<file path="src/rtl/lowmem_guard_pkg.sv">
package lowmem_guard_pkg;
  typedef enum logic [2:0] {
    RG_NONE,
    RG_SHADOW,
    RG_VECTOR,
    RG_RAM,
    RG_ROM,
    RG_IO
  } region_e;

  typedef struct packed {
    logic rom;
    logic ram;
    logic io;
    logic err;
  } verdict_t;

  localparam verdict_t VERDICT_IDLE = '{rom: 1'b0, ram: 1'b0, io: 1'b0, err: 1'b0};
endpackage

</file>
<file path="src/rtl/lmg_region_decode.sv">
module lmg_region_decode
  import lowmem_guard_pkg::*;
#(
  parameter logic [31:0] ROM_BASE     = 32'h00E0_0000,
  parameter logic [31:0] ROM_BYTES    = 32'h0010_0000,
  parameter logic [31:0] IO_BASE      = 32'h00FF_8000,
  parameter logic [31:0] IO_BYTES     = 32'h0000_8000,
  parameter logic [31:0] RAM_BYTES    = 32'h0040_0000,
  parameter logic [31:0] HI_BASE      = 32'hFF00_0000,
  parameter int          LOW_BYTES    = 2048,
  parameter int          SHADOW_BYTES = 8
) (
  input  logic [31:0] addr,
  output region_e     region
);
  localparam int LOW_AW = $clog2(LOW_BYTES);
  localparam int SH_AW  = $clog2(SHADOW_BYTES);
  localparam int N_IMG  = 2;

  logic [N_IMG-1:0] img_hit;
  logic             in_shadow_off;
  logic             in_rom, in_io, in_ram;

  assign in_shadow_off = (addr[LOW_AW-1:SH_AW] == '0);

  for (genvar g = 0; g < N_IMG; g++) begin : g_img
    localparam logic [31:0] IMG_BASE = (g == 0) ? 32'h0 : HI_BASE;
    assign img_hit[g] = ((addr >> LOW_AW) == (IMG_BASE >> LOW_AW));
  end

  assign in_rom = (addr >= ROM_BASE) && ((addr - ROM_BASE) < ROM_BYTES);
  assign in_io  = (addr >= IO_BASE)  && ((addr - IO_BASE)  < IO_BYTES);
  assign in_ram = (addr < RAM_BYTES);

  always_comb begin
    if (|img_hit)    region = in_shadow_off ? RG_SHADOW : RG_VECTOR;
    else if (in_io)  region = RG_IO;
    else if (in_rom) region = RG_ROM;
    else if (in_ram) region = RG_RAM;
    else             region = RG_NONE;
  end
endmodule

</file>
<file path="src/rtl/lmg_policy.sv">
module lmg_policy
  import lowmem_guard_pkg::*;
(
  input  region_e  region,
  input  logic     rd,
  input  logic     sup,
  output verdict_t verdict
);
  always_comb begin
    verdict = VERDICT_IDLE;
    unique case (region)
      RG_SHADOW: begin
        if (rd && sup) verdict.rom = 1'b1;
        else           verdict.err = 1'b1;
      end
      RG_VECTOR: begin
        if (sup) verdict.ram = 1'b1;
        else     verdict.err = 1'b1;
      end
      RG_RAM: verdict.ram = 1'b1;
      RG_ROM: begin
        if (rd) verdict.rom = 1'b1;
        else    verdict.err = 1'b1;
      end
      RG_IO: begin
        if (sup) verdict.io  = 1'b1;
        else     verdict.err = 1'b1;
      end
      default: verdict = VERDICT_IDLE;
    endcase
  end
endmodule

</file>
<file path="src/rtl/lowmem_guard.sv">
module lowmem_guard
  import lowmem_guard_pkg::*;
#(
  parameter logic [31:0] ROM_BASE     = 32'h00E0_0000,
  parameter logic [31:0] ROM_BYTES    = 32'h0010_0000,
  parameter logic [31:0] IO_BASE      = 32'h00FF_8000,
  parameter logic [31:0] IO_BYTES     = 32'h0000_8000,
  parameter logic [31:0] RAM_BYTES    = 32'h0040_0000,
  parameter logic [31:0] HI_BASE      = 32'hFF00_0000,
  parameter int          LOW_BYTES    = 2048,
  parameter int          SHADOW_BYTES = 8
) (
  input  logic        clk,
  input  logic        rst,
  input  logic [31:0] cpu_addr,
  input  logic        cpu_strobe,
  input  logic        cpu_read,
  input  logic        cpu_super,
  output logic        rom_cs,
  output logic        ram_cs,
  output logic        io_cs,
  output logic        bus_err
);
  region_e  region;
  verdict_t verdict_d, verdict_q;

  lmg_region_decode #(
    .ROM_BASE(ROM_BASE), .ROM_BYTES(ROM_BYTES), .IO_BASE(IO_BASE),
    .IO_BYTES(IO_BYTES), .RAM_BYTES(RAM_BYTES), .HI_BASE(HI_BASE),
    .LOW_BYTES(LOW_BYTES), .SHADOW_BYTES(SHADOW_BYTES)
  ) u_decode (
    .addr  (cpu_addr),
    .region(region)
  );

  lmg_policy u_policy (
    .region (region),
    .rd     (cpu_read),
    .sup    (cpu_super),
    .verdict(verdict_d)
  );

  always_ff @(posedge clk) begin
    if (rst || !cpu_strobe) begin
      verdict_q <= VERDICT_IDLE;
    end else if (verdict_q.err) begin
      verdict_q <= '{rom: 1'b0, ram: 1'b0, io: 1'b0, err: 1'b1};
    end else begin
      verdict_q <= verdict_d;
    end
  end

  assign rom_cs  = verdict_q.rom;
  assign ram_cs  = verdict_q.ram;
  assign io_cs   = verdict_q.io;
  assign bus_err = verdict_q.err;

  p_reset_idle_r1: assert property (@(posedge clk)
    rst |=> !(rom_cs || ram_cs || io_cs || bus_err));

  p_strobe_idle_r2: assert property (@(posedge clk) disable iff (rst)
    !cpu_strobe |=> !(rom_cs || ram_cs || io_cs || bus_err));

  p_err_no_cs_r10: assert property (@(posedge clk) disable iff (rst)
    bus_err |-> !(rom_cs || ram_cs || io_cs));

  p_cs_onehot_r10: assert property (@(posedge clk) disable iff (rst)
    $onehot0({rom_cs, ram_cs, io_cs}));

  p_err_hold_r11: assert property (@(posedge clk) disable iff (rst)
    (cpu_strobe && bus_err) |=> bus_err);

  p_user_no_io_r9: assert property (@(posedge clk) disable iff (rst)
    (cpu_strobe && !cpu_super) |=> !io_cs);

  p_write_no_rom_r8: assert property (@(posedge clk) disable iff (rst)
    (cpu_strobe && !cpu_read) |=> !rom_cs);
endmodule

</file>
<file path="config.mk">
export PLATFORM = sky130hd
export DESIGN_NAME = lowmem_guard
export DESIGN_NICKNAME = d
export VERILOG_FILES = /design/src/rtl/lowmem_guard_pkg.sv /design/src/rtl/lmg_region_decode.sv /design/src/rtl/lmg_policy.sv /design/src/rtl/lowmem_guard.sv
export SDC_FILE = /design/constraint.sdc
export NUM_CORES = 1
export LEC_CHECK = 0
export ABC_AREA = 1
export BUFFER_PORTS_ARGS = -buffer_cell sky130_fd_sc_hd__clkbuf_2
export CORE_UTILIZATION = 45
export DETAILED_ROUTE_END_ITERATION = 7
export GPL_ROUTABILITY_DRIVEN = 0
export GPL_TIMING_DRIVEN = 0
export PLACE_DENSITY = 0.8
export SLEW_MARGIN = 0
export SYNTH_ARGS = -nofsm -noshare
export SYNTH_HDL_FRONTEND = slang
export SYNTH_HIERARCHICAL = 1
export SYNTH_SLANG_ARGS = --single-unit
</file>
<file path="constraint.sdc">
create_clock -name clk -period 2.5 [get_ports clk]
set_input_delay 0.125 -clock clk [delete_from_list [all_inputs] [get_ports clk]]
set_output_delay 0.125 -clock clk [all_outputs]
set_load 0.01 [all_outputs]
</file>
### Word-level counts from Yosys, hierarchy flattened

Cells that the tools add are included.

* register bits after elaboration: 4
* input bits: 37
* output and inout port bits: 4
* logic and storage cells: 44

* add/sub/neg operators: 2
* $lt $le $gt $ge: 5
* equality and inequality tests: 6
* mux-type cells: 15
* bitwise operators: 1
* reduce and logical (&&, ||, !) cells: 11

Operator list (number)
* $ge 32x24->1 const B: 2
* $sub 32x24->32 const B: 2
* $logic_not 32->1: 1
* $lt 32x16->1 const B: 1
* $lt 32x21->1 const B: 1
* $lt 32x23->1 const B: 1
* $eq 21x21->1 const B: 1
* $mux 3: 3
* $logic_not 8->1: 1
* $mux 1: 7
* $eq 3x2->1 const B: 2
* $eq 3x3->1 const B: 2
* $reduce_or 2->1: 3
* $mux 2: 2
* $pmux 1 s2: 2
* $eq 3x1->1 const B: 1
* $logic_and 1x1->1: 3
* $pmux 1 s3: 1
* $reduce_or 3->1: 1
* $logic_not 1->1: 1
* $logic_or 1x1->1: 1
* $not 1->1: 1

### Depth between registers and ports, before layout

* depth after elaboration: 10
* gate-level depth with buffers: 21

### Hierarchy

The synthesis kept the hierarchy.

Modules (own cells, without submodules)
* lmg_region_decode: instances 1, cells an instance 183, area each 872.1 um^2
* lowmem_guard: instances 1, cells an instance 16, area each 131.4 um^2
* lmg_policy: instances 1, cells an instance 22, area each 100.1 um^2

### Worst setup path after synthesis

Ideal clock, no wire load.

* path kind: input-to-reg
* from: in cpu_addr[12]
* to: reg verdict_q, in the netlist bus_err
* setup time: 0.113 ns
* arrival time: 1.786 ns
* path slack: 0.601 ns
* cell stages on the path: 13
* buffers on the path: 0
* cell sequence: or2_2 -> nor4_1 -> nand3_1 -> nand2_1 -> inv_1 -> o21ai_0 -> nor2_1 -> nand3_1 -> nand2_1 -> inv_1 -> nand2_1 -> nor2_1 -> nor2_1

RTL lines
* start: declaration: line lowmem_guard.sv:15 `input logic [31:0] cpu_addr,`
* end signal: assignment: line lowmem_guard.sv:47 `verdict_q <= '{rom: 1'b0, ram: 1'b0, io: 1'b0, err: 1'b1};`
* end signal: assignment: line lowmem_guard.sv:49 `verdict_q <= verdict_d;`
* end: declaration: line lowmem_guard.sv:25 `verdict_t verdict_d, verdict_q;`

==> run_results.csv <==
group,metric,value,unit
status,status,"finished clean",
global_routing,grt_pass1_wl,4970,um
min_path,hold_path_depth,3,
global_routing,track_usage,24.4,%
worst_setup_path,r2r-end,"ram_cs",
min_path,hold_class,"in2reg",
timing,final_hold_viol_count,0,
power,p_per_area,199,mW/mm^2
detailed_routing,drt_wl_total,2840,um
timing,fmax,0.509,GHz
synthesis,syn_nets,263,
clocking,cts-resized-gates,0,
clocking,cts_tree,"done",
timing,worst_pin_slew,0.566,ns
timing,setup_viol,0,
detailed_routing,first_pass_iters,4,
timing,fin_crit,1.96,ns
power,p_int,0.166,mW
synthesis,ys.flop_type,"dfxtp_1",
worst_setup_path,cp_common_cell,"nor2_1",
placement,port_buffers,39,
floorplan,die_area,0.00265,mm^2
global_routing,gr-total-overflow,0,
timing,rsz0062_at_grt,"no",
clocking,clk_path_buf_depth,2,
synthesis,synth_cells,221,
worst_setup_path,ff2ff_path_depth,3,
power,clkPwrFrac,30.1,%
cells_and_area,mostFrequentLayoutCell,"nand2_1",
synthesis,ys_types,22,
timing,maxSlewViolCount,0,
synthesis,ys_seq_area_share,7.26,%
detailed_routing,vias_per_cell,4.92,
placement,dp.cells,288,
worst_setup_path,critical_path_buf_inv_count,4,
power,vdd_drop_max,0.128,mV
clocking,cts.clk_slew.worst_paths,0.04,ns
synthesis,yosysWarnings,6,
cells_and_area,layout.nets,307,
timing,final.setup.tns,0,ns
timing,timing.hold.ws,0.119,ns
clocking,clock_sinks,4,
floorplan,dieWidth,51.5,um
detailed_routing,vias,1433,
worst_setup_path,critical_path.cell_chain,"clkbuf_2 -> inv_1 -> ha_1 -> nor4_1 -> o211ai_1 -> nor2_1 -> nand4_1 -> o21bai_1 -> inv_2 -> nand3_1 -> nand2_1 -> inv_1 -> nand2_1 -> nor2_1 -> nor2_1",
timing,clock_skew,0.000846,ns
power,switching_share,38.5,%
floorplan,die_h,51.5,um
detailed_routing,wl_per_cell,9.75,um
worst_setup_path,slowest_delay,0.33,ns
worst_setup_path,cp_max_fo,5,
cells_and_area,drive_above_1_share,24.0,%
detailed_routing,drtAntennaViolNets,0,
power,p_leak,0.694,nW
worst_setup_path,criticalPathCategory,"in2reg",
synthesis,synth-edff-count,0,
min_path,worstHoldStart,"cpu_strobe",
worst_setup_path,cp.arrival,2.09,ns
cells_and_area,final_util,60.2,%
min_path,whs_endpoint,"bus_err",
power,switchingPower,0.104,mW
clocking,post_cts.repair.setup_buffers,0,
placement,hpwlAfterDp,2480,um
timing,slew_headroom,61.9,%
floorplan,rows,17,
worst_setup_path,critPathTopFamily,"simple AND/OR/NAND/NOR gates",
global_routing,grt_pass1_vias,1247,
timing,min_period_over_period,78.6,%
synthesis,async_flop_share,0,%
detailed_routing,drc,0,
global_routing,grt_max_degree,9,
cells_and_area,syn2layout_area_growth,22.9,%
worst_setup_path,start_kind,"input pin",
cells_and_area,num_antenna_cells,0,
global_routing,antenna_found_initial,0,
synthesis,syn_area,0.00110,mm^2
floorplan,core_area,0.00225,mm^2
synthesis,syn_avg_cell_area,4.99,um^2
worst_setup_path,worst_setup_path_end_kind,"flop",
cells_and_area,layout_common_cells,"72 x nand2_1, 43 x nor2_1, 39 x clkbuf_2",
floorplan,ios,41,
power,seqPwrFrac,23.7,%
cells_and_area,stdcell_count,291,
clocking,hold_buffers,0,
power,p_comb_share,46.2,%
clocking,cts-buffers-inserted,3,
worst_setup_path,worst_path_max_delay_cell,"o21bai_1",
synthesis,ys_ff_latch,4,
floorplan,start_util,48.9,%
worst_setup_path,timing.rr.start,"bus_err",
clocking,htreeDepth,1,
run,drv_cap,0,
worst_setup_path,cp.required,2.63,ns
worst_setup_path,rrSetupSlack,1.84,ns
clocking,clk_latency,0.24,ns
clocking,root_buffer,"clkbuf_4",
detailed_routing,drtIter0Drc,28,
-- state kept, by name, indices dropped and copies added (netlist names) --
register  flops
io_cs         1
ram_cs        1
rom_cs        1
bus_err       1
-- power groups by stage --
stage	Clock [mW]	Sequential, mW	Combinational [mW]
floorplan	0	0.0652	0.0686
finish	0.0813	0.0642	0.125
global placement	0	0.0652	0.122
detailed placement	0	0.0652	0.124
global route	0.0887	0.0641	0.141
CTS	0.0852	0.0642	0.124
-- tightest hold or removal path, cell delays in order --
cell	delay, ns
clkbuf_2	0.09
nand2_1	0.06
nor2_1	0.03
-- synth_stat cells, types with 4 or more instances --
cell type | count | area (um^2)
inv_2 | 4 | 15.0
nor2_2 | 6 | 37.5
inv_1 | 27 | 101
o21ai_0 | 5 | 25.0
dfxtp_1 | 4 | 80.1
nand4_1 | 4 | 25.0
ha_1 | 5 | 62.6
nand3_1 | 22 | 110
nand2_1 | 72 | 270
nor2_1 | 43 | 161
nor4_1 | 4 | 25.0
-- worst max-delay path by stage --
stage,startpoint,to,slack (ns),cells past startpoint
2_1_floorplan,cpu_addr[12],bus_err,0.60,13
3_3_place_gp,cpu_addr[12],bus_err,0.34,14
3_5_place_dp,cpu_addr[12],bus_err,0.29,14
4_1_cts,cpu_addr[12],bus_err,0.53,14
5_1_grt,cpu_addr[15],bus_err,0.20,16
6_report,cpu_addr[21],bus_err,0.54,15
-- stage by stage --
| step | setup slack (ns) | instance area, um^2 | total power, mW |
|---|---|---|---|
| after floorplan | 0.601 | 1100 | 0.134 |
| after global placement | 0.336 | 1330 | 0.187 |
| after detailed placement | 0.290 | 1330 | 0.189 |
| after CTS | 0.535 | 1360 | 0.273 |
| after global routing | 0.199 | 1360 | 0.294 |
| final | 0.536 | 1360 | 0.270 |
-- final cells by class --
type                            instances  area, um^2
Sequential cell                         4        80.1
Clock buffer                            3        22.5
Fill cell                             264         898
Buffer                                  1        11.3
Tap cell                               28        35.0
Inverter                               31         116
Timing Repair Buffer                   39         195
Multi-Input combinational cell        185         896
-- routing by layer --
| metal | global-route usage (%) | up-vias | share of wire, % |
|---|---|---|---|
| met3 | 0 | 2 | 2.6 |
| met2 | 43.3 | 31 | 49 |
| met1 | 31.4 | 611 | 47 |
| met4 | 9.46 | 0 | 0.49 |
| li1 | - | 789 | - |
| met5 | 0 | - | 0 |
-- cells by family after synthesis --
group                    count (synthesis)  synth area share, %
AO/OA/AOI/OAI                           15                 7.94
XOR/XNOR                                 2                 1.59
adder cells (fa/ha/maj)                  5                 5.67
buffers and inverters                   32                 11.6
flip-flops                               4                 7.26
AND/OR/NAND/NOR                        163                 66.0
Note: power is estimated with default switching activity, not from simulation.
